==> src/rtl/dsadc_pkg.sv <==
package dsadc_pkg;
  typedef enum logic [1:0] {
    PH_ZERO = 2'd0,
    PH_INT  = 2'd1,
    PH_DEI  = 2'd2
  } phase_e;
endpackage

==> src/rtl/dsadc_sync.sv <==
module dsadc_sync #(
  parameter int STAGES = 2
) (
  input  logic clk_i,
  input  logic rst_ni,
  input  logic d_i,
  output logic q_o
);
  logic [STAGES-1:0] chain_q;

  always_ff @(posedge clk_i or negedge rst_ni) begin
    if (!rst_ni) chain_q <= '0;
    else         chain_q <= {chain_q[STAGES-2:0], d_i};
  end

  assign q_o = chain_q[STAGES-1];
endmodule

==> src/rtl/dsadc_timer.sv <==
module dsadc_timer import dsadc_pkg::*; #(
  parameter int CYC_LONG  = 40000,
  parameter int CYC_SHORT = 4000,
  parameter int INT_LONG  = 10000,
  parameter int INT_SHORT = 1000
) (
  input  logic   clk_i,
  input  logic   rst_ni,
  input  logic   run_i,
  input  logic   mode_i,
  input  logic   dei_end_i,
  output phase_e phase_o,
  output logic   last_int_o,
  output logic   short_o
);
  localparam int CNT_W = $clog2(CYC_LONG);
  localparam logic [CNT_W-1:0] CYC_L_LAST = CNT_W'(CYC_LONG - 1);
  localparam logic [CNT_W-1:0] CYC_S_LAST = CNT_W'(CYC_SHORT - 1);
  localparam logic [CNT_W-1:0] INT_L_LAST = CNT_W'(INT_LONG - 1);
  localparam logic [CNT_W-1:0] INT_S_LAST = CNT_W'(INT_SHORT - 1);

  phase_e           ph_q;
  logic [CNT_W-1:0] cnt_q;
  logic             short_q;
  logic             eff_short;
  logic [CNT_W-1:0] cyc_last, int_last;

  // mode is live during zeroing, frozen from integrate start
  assign eff_short = (ph_q == PH_ZERO) ? mode_i : short_q;
  assign cyc_last  = eff_short ? CYC_S_LAST : CYC_L_LAST;
  assign int_last  = eff_short ? INT_S_LAST : INT_L_LAST;

  always_ff @(posedge clk_i or negedge rst_ni) begin
    if (!rst_ni) begin
      ph_q    <= PH_ZERO;
      cnt_q   <= '0;
      short_q <= 1'b0;
    end else begin
      unique case (ph_q)
        PH_ZERO: begin
          if (cnt_q >= cyc_last) begin
            if (run_i) begin
              ph_q    <= PH_INT;
              cnt_q   <= '0;
              short_q <= mode_i;
            end
          end else begin
            cnt_q <= cnt_q + 1'b1;
          end
        end
        PH_INT: begin
          cnt_q <= cnt_q + 1'b1;
          if (cnt_q == int_last) ph_q <= PH_DEI;
        end
        PH_DEI: begin
          cnt_q <= cnt_q + 1'b1;
          if (dei_end_i) ph_q <= PH_ZERO;
        end
        default: ph_q <= PH_ZERO;
      endcase
    end
  end

  assign phase_o    = ph_q;
  assign last_int_o = (ph_q == PH_INT) && (cnt_q == int_last);
  assign short_o    = short_q;
endmodule

==> src/rtl/dsadc_capture.sv <==
module dsadc_capture import dsadc_pkg::*; #(
  parameter int FS_LONG  = 20000,
  parameter int FS_SHORT = 2000
) (
  input  logic                                   clk_i,
  input  logic                                   rst_ni,
  input  phase_e                                 phase_i,
  input  logic                                   last_int_i,
  input  logic                                   short_i,
  input  logic                                   cmp_i,
  output logic                                   dei_end_o,
  output logic                                   pol_o,
  output logic signed [$clog2(FS_LONG+1):0]      result_o,
  output logic                                   done_o,
  output logic                                   ovr_o
);
  localparam int MAG_W = $clog2(FS_LONG + 1);
  localparam int RES_W = MAG_W + 1;
  localparam logic [MAG_W-1:0] FS_L_LAST = MAG_W'(FS_LONG - 1);
  localparam logic [MAG_W-1:0] FS_S_LAST = MAG_W'(FS_SHORT - 1);

  logic             pol_q;
  logic [MAG_W-1:0] dcnt_q;
  logic [MAG_W-1:0] fs_last, mag;
  logic             in_dei, crossed, full;
  logic [RES_W-1:0] mag_ext;

  assign in_dei    = (phase_i == PH_DEI);
  assign fs_last   = short_i ? FS_S_LAST : FS_L_LAST;
  assign crossed   = in_dei && (cmp_i != pol_q);
  assign full      = in_dei && !crossed && (dcnt_q == fs_last);
  assign dei_end_o = crossed || full;
  assign mag       = full ? fs_last + 1'b1 : dcnt_q;
  assign mag_ext   = {1'b0, mag};

  always_ff @(posedge clk_i or negedge rst_ni) begin
    if (!rst_ni) begin
      pol_q    <= 1'b0;
      dcnt_q   <= '0;
      result_o <= '0;
      done_o   <= 1'b0;
      ovr_o    <= 1'b0;
    end else begin
      done_o <= dei_end_o;
      if (last_int_i) begin
        pol_q  <= cmp_i;
        dcnt_q <= '0;
      end else if (in_dei) begin
        dcnt_q <= dcnt_q + 1'b1;
      end
      if (dei_end_o) begin
        ovr_o    <= full;
        result_o <= pol_q ? $signed(mag_ext) : -$signed(mag_ext);
      end
    end
  end

  assign pol_o = pol_q;
endmodule

==> src/rtl/dsadc_swdrv.sv <==
module dsadc_swdrv import dsadc_pkg::*; (
  input  phase_e     phase_i,
  input  logic       pol_i,
  output logic [5:0] sw_o
);
  always_comb begin
    sw_o = '0;
    unique case (phase_i)
      PH_ZERO: sw_o[2:0] = 3'b111;
      PH_INT:  sw_o[3]   = 1'b1;
      PH_DEI:  begin
        sw_o[4] = !pol_i;
        sw_o[5] = pol_i;
      end
      default: sw_o = '0;
    endcase
  end
endmodule

==> src/rtl/dsadc_seq.sv <==
module dsadc_seq import dsadc_pkg::*; #(
  parameter int CYC_LONG    = 40000,
  parameter int CYC_SHORT   = 4000,
  parameter int INT_LONG    = 10000,
  parameter int INT_SHORT   = 1000,
  parameter int FS_LONG     = 20000,
  parameter int FS_SHORT    = 2000,
  parameter int SYNC_STAGES = 2
) (
  input  logic        clk_i,
  input  logic        rst_ni,
  input  logic        run_i,
  input  logic        mode_i,
  input  logic        cmp_i,
  output logic [5:0]  sw_o,
  output logic [15:0] result_o,
  output logic        done_o,
  output logic        ovr_o
);
  localparam int RES_W = $clog2(FS_LONG + 1) + 1;

  phase_e                   phase;
  logic                     last_int, short_m, dei_end, pol, cmp_s;
  logic signed [RES_W-1:0]  res;

  dsadc_sync #(.STAGES(SYNC_STAGES)) u_sync (
    .clk_i (clk_i), .rst_ni(rst_ni), .d_i(cmp_i), .q_o(cmp_s)
  );

  dsadc_timer #(
    .CYC_LONG(CYC_LONG), .CYC_SHORT(CYC_SHORT),
    .INT_LONG(INT_LONG), .INT_SHORT(INT_SHORT)
  ) u_timer (
    .clk_i     (clk_i),
    .rst_ni    (rst_ni),
    .run_i     (run_i),
    .mode_i    (mode_i),
    .dei_end_i (dei_end),
    .phase_o   (phase),
    .last_int_o(last_int),
    .short_o   (short_m)
  );

  dsadc_capture #(.FS_LONG(FS_LONG), .FS_SHORT(FS_SHORT)) u_cap (
    .clk_i     (clk_i),
    .rst_ni    (rst_ni),
    .phase_i   (phase),
    .last_int_i(last_int),
    .short_i   (short_m),
    .cmp_i     (cmp_s),
    .dei_end_o (dei_end),
    .pol_o     (pol),
    .result_o  (res),
    .done_o    (done_o),
    .ovr_o     (ovr_o)
  );

  dsadc_swdrv u_sw (.phase_i(phase), .pol_i(pol), .sw_o(sw_o));

  assign result_o = 16'($signed(res));
endmodule

==> config.mk <==
export PLATFORM = sky130hd
export DESIGN_NAME = dsadc_seq
export DESIGN_NICKNAME = d
export VERILOG_FILES = /design/src/rtl/dsadc_pkg.sv /design/src/rtl/dsadc_sync.sv /design/src/rtl/dsadc_timer.sv /design/src/rtl/dsadc_capture.sv /design/src/rtl/dsadc_swdrv.sv /design/src/rtl/dsadc_seq.sv
export SDC_FILE = /design/constraint.sdc
export NUM_CORES = 1
export LEC_CHECK = 0
export BUFFER_PORTS_ARGS = -buffer_cell sky130_fd_sc_hd__clkbuf_2
export CAP_MARGIN = 20
export CORE_ASPECT_RATIO = 0.5
export CORE_UTILIZATION = 49
export CTS_BUF_LIST = sky130_fd_sc_hd__clkbuf_2
export CTS_CLUSTER_DIAMETER = 50
export DETAILED_ROUTE_END_ITERATION = 10
export GPL_TIMING_DRIVEN = 0
export PLACE_DENSITY_LB_ADDON = 0.12
export SLEW_MARGIN = 10
export SYNTH_ARGS = -nofsm -noshare
export SYNTH_HDL_FRONTEND = slang
export SYNTH_HIERARCHICAL = 1
export SYNTH_SLANG_ARGS = --single-unit
==> constraint.sdc <==
create_clock -name clk_i -period 4.2 [get_ports clk_i]
set_input_delay 0.42 -clock clk_i [delete_from_list [all_inputs] [get_ports clk_i]]
set_output_delay 0.42 -clock clk_i [all_outputs]
set_load 0.01 [all_outputs]
==> results.md, run 1 <==
* Crit-path cells: inv_1 -> ha_1 -> mux2_4 -> ha_1 -> nor4b_1 -> nand3_1 -> a211oi_1 -> clkbuf_1 -> o211ai_1 -> nor3_1 -> xnor2_1 -> nor2_1
* Remaining antenna violation count at 0
* Setup Total Neg Slack at 0 ps
* HPWL Detailed at 5450 um
* Cell area after synthesis at 3450 um^2
* Ratio of cells with drive above 1 in the final layout at 0.151
* Status: finished clean
* Number of ports placed on the die boundary at 29
* Share of synthesized registers carrying an async set or reset at 1.00
* Gate Count Post-Synth at around 370
* Startpoint of the worst-slack reg-to-reg timing path: u_timer/phase_o[0]$_DFFE_PN0P_
* Core Box Area at 6750 um^2
* Grt ovf at 0
* Number of port buffers at 28
* Net Count, Synth at around 390
* Drt via density at 5.82
* Hold Crit Start: mode_i
* YS warnings at 6
* Worst Setup Start Kind: flop
* Cell seen most often among critical-path stages: ha_1
* Die width at between 100 and 150 um
* Row count at 21
* Endpoint arrival time on the critical path at 3740 ps
* Residual DRC count at 0
* Remaining max-slew budget at the tightest pin at 0.493
* Final Max Tran Viols at 0
* Clock transition at the registers of the reported paths at roughly 280 ps
* Post-route insts no fill at between 500 and 600
* Final setup violation count at 0
* Count of max-cap constraint violations at 0
* Final critical-path share of the clock period at 0.798
* Worst hold slack across all endpoints at 193 ps
* Worst setup path start: u_timer/phase_o[0]$_DFFE_PN0P_
* Prevailing post-synth register cell: dfrtp_1
* Peak supply drop at between 0.00015 and 0.0002 V
* Level count of the clock H-tree at 2
* Number of antenna violations at the first check in global routing at 0
* First-pass GRT wire length at 13000 um
* Hold Violations, Final at 0
* Initial standard-cell utilization of the core at 0.511
* Logic gate share of total power at 0.498
* Final standard cell area without fillers at 3770 um^2
* Detailed router's first-iteration violation count at between 150 and 200
* Total routing resource utilization after global routing at 0.227
* DR vias at roughly 2900
* Cell with the biggest individual delay on the critical path: dfrtp_1
* Reported net switching power at 0.927 mW
* Clock tree from TritonCTS: done
* Die ar. at 7400 um^2
* Actual slew at the worst max-slew pin at 761 ps
* Setup Fix Bufs, Post-CTS at 0
* Via count of the first global-routing pass at 2693
* Net Sw Frac at 0.434
* EDFF count, synth at 0
* CTS Buffer Depth at 2
* Clock network fraction of total power at 0.099
* TritonCTS Sinks at 55
* Achievable clock frequency at a little under 300 MHz
* Number of optimization iterations in the first detailed-route pass at 4
* Maximum cell stage delay along the critical path at 590 ps
* Root buf cell: clkbuf_2
* Crit path required time at about 4600 ps
* Pin count of the biggest net entering global routing at 56
* Final GP Congestion at 0.863
* Clock latency on the worst-skew pair at ~460 ps
* Chip Height at 61.3 um
* Worst Clk Skew at 8.83 ps
* Sequential cell area fraction in the yosys report at 0.399
* LEAKAGE at 1.56 nW
* Count of unique library cells instantiated by Yosys at 60
* # nets final at roughly 420
* Syn-to-layout area delta at 9.21%
* Number of CTS-inserted buffers at 5
* Power density over cell area at 567 nW/um^2
* Crit Path Max Fanout at 10
* Sequential share of power at 0.403
* Class of the worst hold path: input pin to flop
* Synthesized area per cell at approximately 9.3 um^2
* Filler instances at between 600 and 700
* Critical Path End Type: flop
* RSZ-0062 raised after global routing: no
* CP bufs+invs at 2
* Final antenna diode count at 0
* Placed standard-cell area at about 3700 um^2
* Int Power at between 1 and 1.5 mW
* Register bit count reported by yosys at 55
* Inst Count DP at 492
* Kind of cell adding the most delay to the critical path: simple AND/OR/NAND/NOR gates
* Average wire length per cell after detail routing at 15.6 um
* Detailed-route wire length at 7820 um
* Kind of critical path: flop to flop
* Post-layout minimum cycle time at 3350 ps
logic make-up after synthesis:
family | after synthesis | share of synthesized area
flip-flops | 55 | 0.399
AND/OR/NAND/NOR | 154 | 0.244
multiplexers | 13 | 0.0410
buffers and inverters | 38 | 0.0558
XOR/XNOR | 27 | 0.0685
AO/OA/AOI/OAI | 75 | 0.156
adder cells (fa/ha/maj) | 10 | 0.0363
worst register-to-register path: cells and delay by family, from the launching register on:
| kind | cells | cell delay [ps] |
|---|---|---|
| muxes | 1 | 370 |
| adders and majority gates | 2 | 610 |
| AOI/OAI and AO/OA | 2 | 420 |
| and+or+nand+nor | 4 | 700 |
| buffers and inverters | 2 | 470 |
| DFF | 1 | 590 |
| xor gates and xnor gates | 1 | 140 |
area by class of cell:
type                    count  area (um^2)  share of cell area
inverters                  11         41.3              0.0110
multi-input cells         279         1880               0.499
well taps                  92          115              0.0305
clock inverters             3         15.0             0.00398
plain buffers              27          151              0.0402
repair buffers             30          163              0.0432
clock buffers               5         25.0             0.00664
flip-flops and latches     55         1380               0.365
metrics by stage:
stage	total power, mW	util	setup WS [ps]
5_1_grt	2.32	0.558	572
3_3_place_gp	1.89	0.549	876
6_report	2.14	0.558	848
4_1_cts	2.15	0.558	837
3_5_place_dp	1.93	0.549	869
2_1_floorplan	1.63	-	1270
final timing paths:
check | end | slack [ps] | cells after the start
worst max-delay path | u_cap/dcnt_q[12]$_DFFE_PN0P_ | 850 | 12
worst min-delay path | u_timer/short_o$_DFFE_PN0P_ | 190 | 2
worst max register to register | u_cap/dcnt_q[12]$_DFFE_PN0P_ | 850 | 12
worst min register to register | u_sync/chain_q[1]$_DFF_PN0_ | 390 | 0
max in group asynchronous | u_timer/cnt_q[8]$_DFFE_PN0P_ | 3180 | 2
min in group asynchronous | u_cap/result_o[7]$_DFFE_PN0P_ | 530 | 2
what timing repair did:
item                                   CTS  global route
endpoints found under the hold margin   24             0
gates resized for setup                  0             0
hold buffers                             2             0
per-layer routing:
metal / up-vias / share of wire / global-route usage / wire length (um)
li1: 1425 / - / - / -
met1: 1409 / 0.49 / 0.300 / 3800
met2: 79 / 0.47 / 0.387 / 3660
met3: 7 / 0.041 / 0.0481 / 318
met4: 0 / 0.0058 / 0.0635 / 45
met5: - / 0 / 0 / 0
sequential cells by signal (all words and copies together), names as in the netlist, 2 cells and up:
signal,flops
u_cap/dcnt_q,15
u_cap/result_o,16
u_sync/chain_q,2
u_timer/cnt_q,16
u_timer/phase_o,2
placed cells by master, fill, tap and decap left out, drive strengths merged, types with 3 or more instances in the layout:
cell type / netlist / layout
a211oi: 3 / 3
a21oi: 29 / 29
a31oi: 5 / 5
and2: 7 / 7
and3: 3 / 3
buf: 14 / 14
clkbuf: 13 / 46
dfrtp: 55 / 55
ha: 10 / 10
inv: 11 / 11
mux2: 6 / 6
mux2i: 7 / 7
nand2: 23 / 23
nand2b: 7 / 7
nand3: 12 / 12
nand4: 6 / 6
nor2: 36 / 36
nor2b: 6 / 6
nor3: 20 / 20
nor4: 7 / 7
nor4b: 3 / 3
o21ai: 6 / 6
o21bai: 4 / 4
o31ai: 12 / 12
or3: 3 / 3
or4: 12 / 12
xnor2: 20 / 20
xor2: 7 / 7
power by group through the flow:
stage	Combinational, mW	Clock, mW	Sequential (mW)
6_report	1.06	0.212	0.860
3_5_place_dp	1.06	0	0.872
4_1_cts	1.06	0.228	0.860
3_3_place_gp	1.03	0	0.860
2_1_floorplan	0.768	0	0.861
5_1_grt	1.18	0.244	0.890
synthesized netlist by cell type (2+ instances only):
master,number,area (um^2)
ha_1,10,125
a21oi_1,28,140
inv_1,11,41.3
nand4_1,6,37.5
o21ai_0,6,30.0
or4_1,11,82.6
o21bai_1,4,30.0
nor4b_1,3,26.3
buf_2,6,30.0
o22a_1,2,17.5
a211oi_1,2,15.0
buf_1,2,7.51
nor2_1,36,135
and2_1,7,43.8
and3_1,3,18.8
mux2_2,5,56.3
mux2i_1,7,70.1
a31oi_1,5,31.3
buf_4,3,22.5
buf_6,2,22.5
nor2b_1,6,37.5
clkbuf_1,13,48.8
dfrtp_1,55,1380
nand2b_1,7,43.8
o31ai_1,12,90.1
nor4_1,7,43.8
xor2_1,7,61.3
nand3_1,11,55.1
nor3_1,19,95.1
or3_1,3,18.8
and4_1,2,17.5
nand2_1,23,86.3
nand4b_1,2,17.5
xnor2_1,20,175
No activity file was read; power rests on OpenSTA's default activity.
==> inputs of run 2 (changes only) <==
==> constraint.sdc (replaced) <==
create_clock -name clk_i -period 3.25 [get_ports clk_i]
set_input_delay 0.325 -clock clk_i [delete_from_list [all_inputs] [get_ports clk_i]]
set_output_delay 0.325 -clock clk_i [all_outputs]
set_load 0.01 [all_outputs]
==> results.md, run 2 (synthesized netlist as in run 1, its figures left out) <==
* Kind of critical path: flop to flop (unchanged)
* Drt via density at 5.82 (about the same)
* Remaining antenna violation count at 0 (unchanged)
* Core Box Area at 6750 um^2 (unchanged)
* Number of antenna violations at the first check in global routing at 0 (unchanged)
* Detailed-route wire length at 7800 um (was 7820 um)
* Number of optimization iterations in the first detailed-route pass at 4 (unchanged)
* Metal1 wirelength at 3840 um (was 3800 um)
* First-pass GRT wire length at 13000 um (unchanged)
* Final setup violation count at 0 (unchanged)
* Ratio of cells with drive above 1 in the final layout at 0.169 (was 0.151)
* Power density over cell area at 736 nW/um^2 (was 567 nW/um^2)
* Class of the worst hold path: input pin to flop (unchanged)
* Sum of met3 wire segment lengths after detailed routing at 261 um (was 318 um)
* Final Max Tran Viols at 0 (unchanged)
* Root buf cell: clkbuf_2 (unchanged)
* Average wire length per cell after detail routing at 15.4 um (was 15.6 um)
* Highest metal layer with signal wires: met4 (unchanged)
* Cell with the biggest individual delay on the critical path: nor2_1 (was dfrtp_1)
* Grt ovf at 0 (unchanged)
* Row count at 21 (unchanged)
* Status: finished clean (unchanged)
* Total routing resource utilization after global routing at 0.227 (unchanged)
* Residual DRC count at 0 (unchanged)
* Crit path required time at 3600 ps (was 4590 ps)
* Clock transition at the registers of the reported paths at 270 ps (was 280 ps)
* Endpoint arrival time on the critical path at 3460 ps (was 3740 ps)
* Number of port buffers at 28 (unchanged)
* Flip-flop and latch area at 1380 um^2 (about the same)
* Final GP Congestion at 0.863 (unchanged)
* Chip Height at 61.3 um (unchanged)
* Achievable clock frequency at 322 MHz (was 298 MHz)
* Detailed router's first-iteration violation count at 165 (was 155)
* Initial standard-cell utilization of the core at 0.511 (unchanged)
* Number of CTS-inserted buffers at 5 (unchanged)
* Most common cell after layout, fill and taps aside: dfrtp_1 (unchanged)
* Total Power at 2.80 mW (was 2.14 mW)
* Final antenna diode count at 0 (unchanged)
* LEAKAGE at 1.58 nW (was 1.56 nW)
* # nets final at 428 (was 424)
* HPWL Detailed at 5450 um (unchanged)
* Registers with the highest flip-flop counts: u_cap/result_o: 16 flops, u_timer/cnt_q: 16 flops, u_cap/dcnt_q: 15 flops (unchanged)
* Clock tree from TritonCTS: done (unchanged)
* Setup Total Neg Slack at 0 ps (unchanged)
* Number of ports placed on the die boundary at 29 (unchanged)
* Worst Setup Start Kind: flop (unchanged)
* Peak supply drop at 0.000209 V (was 0.000161 V)
* Worst hold slack across all endpoints at 101 ps (was 193 ps)
* Worst Clk Skew at 7.77 ps (was 8.83 ps)
* Hold Violations, Final at 0 (unchanged)
* Clock latency on the worst-skew pair at 460 ps (about the same)
* Area taken by multi-input logic gates at 1880 um^2 (about the same)
* CTS Buffer Depth at 2 (unchanged)
* Filler instances at 623 (was 620)
* TritonCTS Sinks at 55 (unchanged)
* Die width at 121 um (unchanged)
* Crit-path cells: inv_1 -> ha_2 -> mux2_4 -> ha_1 -> nand4bb_1 -> a211o_1 -> a221o_1 -> nor2_1 -> a21oi_1 (was inv_1 -> ha_1 -> mux2_4 -> ha_1 -> nor4b_1 -> nand3_1 -> a211oi_1 -> clkbuf_1 -> o211ai_1 -> nor3_1 -> xnor2_1 -> nor2_1)
* Total met2 wirelength after detailed routing at 3640 um (was 3660 um)
* Level count of the clock H-tree at 2 (unchanged)
* Actual slew at the worst max-slew pin at 757 ps (was 761 ps)
* Pin count of the biggest net entering global routing at 56 (unchanged)
* Maximum cell stage delay along the critical path at 570 ps (was 590 ps)
* Worst R2R Setup Slack at 140 ps (was 850 ps)
* DR vias at 2945 (was 2920)
* Remaining max-slew budget at the tightest pin at 0.495 (was 0.493)
* RSZ-0062 raised after global routing: no (unchanged)
* Via count of the first global-routing pass at 2693 (unchanged)
* Critical Path End Type: flop (unchanged)
* Commonest cells after routing, fill and taps aside: 53 x dfrtp_1, 36 x nor2_1, 32 x clkbuf_2 (was 55 x dfrtp_1, 36 x nor2_1, 32 x clkbuf_2)
* Die ar. at 7400 um^2 (unchanged)
* Count of max-cap constraint violations at 0 (unchanged)
* Syn-to-layout area delta at 10.3% (was 9.21%)
* Final critical-path share of the clock period at 0.957 (was 0.798)
* Post-layout minimum cycle time at 3110 ps (was 3350 ps)
* Crit Path Max Fanout at 9 (was 10)
## run 2: area by class of cell
| type | count | area share |
|---|---|---|
| clock inverter | 3 | 0.00394 |
| tap | 92 | 0.0302 |
| clock buffer | 5 | 0.00657 |
| sequential | 55 | 0.362 |
| inverter | 11 | 0.0108 |
| buffer | 27 | 0.0407 |
| timing repair buffer | 34 | 0.0506 |
| multi-input combinational | 279 | 0.495 |
## run 2: metrics by stage
stage / cell area (um^2) / instances / setup slack, ps / util
CTS: 3770 / 502 / 9.97 / 0.558
floorplan: 3450 / 372 / 322 / -
detailed placement: 3710 / 492 / -81.3 / 0.549
global placement: 3710 / 492 / -73.7 / 0.549
finish: 3810 / 506 / 141 / 0.564
global route: 3810 / 506 / 2.70 / 0.564
## run 2: per-layer routing
layer / global-route usage / vias up
met3: 0.0481 / 9
met1: 0.300 / 1442
li1: - / 1427
met4: 0.0635 / 0
met2: 0.387 / 67
met5: 0 / -
## run 2: power by group
| part | switching (mW) | leakage, nW | internal, mW | total [mW] |
|---|---|---|---|---|
| clock | 0.224 | 0.0241 | 0.0478 | 0.271 |
| sequential | 0.208 | 0.672 | 0.895 | 1.10 |
| combinational | 0.772 | 0.881 | 0.655 | 1.43 |
| total | 1.20 | 1.58 | 1.60 | 2.80 |
## run 2: what timing repair did
action,in CTS,in global routing
buffers inserted,0,4
resized for setup,2,4
cloned,0,0
hold buffers,2,0
endpoints found under the hold margin,56,0
setup endpoints to repair,12,24
## run 2: path summary, 6_finish.rpt
path / start / end / cells after the start
setup / recovery: u_timer/phase_o[1]$_DFFE_PN0P_ / u_timer/cnt_q[2]$_DFFE_PN0P_ / 9
max in group asynchronous: rst_ni / u_timer/phase_o[0]$_DFFE_PN0P_ / 2
setup reg to reg: u_timer/phase_o[1]$_DFFE_PN0P_ / u_timer/cnt_q[2]$_DFFE_PN0P_ / 9
hold reg to reg: u_sync/chain_q[0]$_DFF_PN0_ / u_sync/chain_q[1]$_DFF_PN0_ / 0
min in group asynchronous: rst_ni / u_cap/result_o[15]$_DFFE_PN0P_ / 2
hold / removal: mode_i / u_timer/short_o$_DFFE_PN0P_ / 2
## run 2: critical path: cells and delay by family, from the launching register on
kind / cells / cell delay (ps)
buffers and inverters: 1 / 100
adder cells (fa/ha/maj): 2 / 540
flip-flops: 1 / 500
multiplexers: 1 / 360
AO/OA/AOI/OAI: 3 / 840
AND/OR/NAND/NOR: 2 / 670
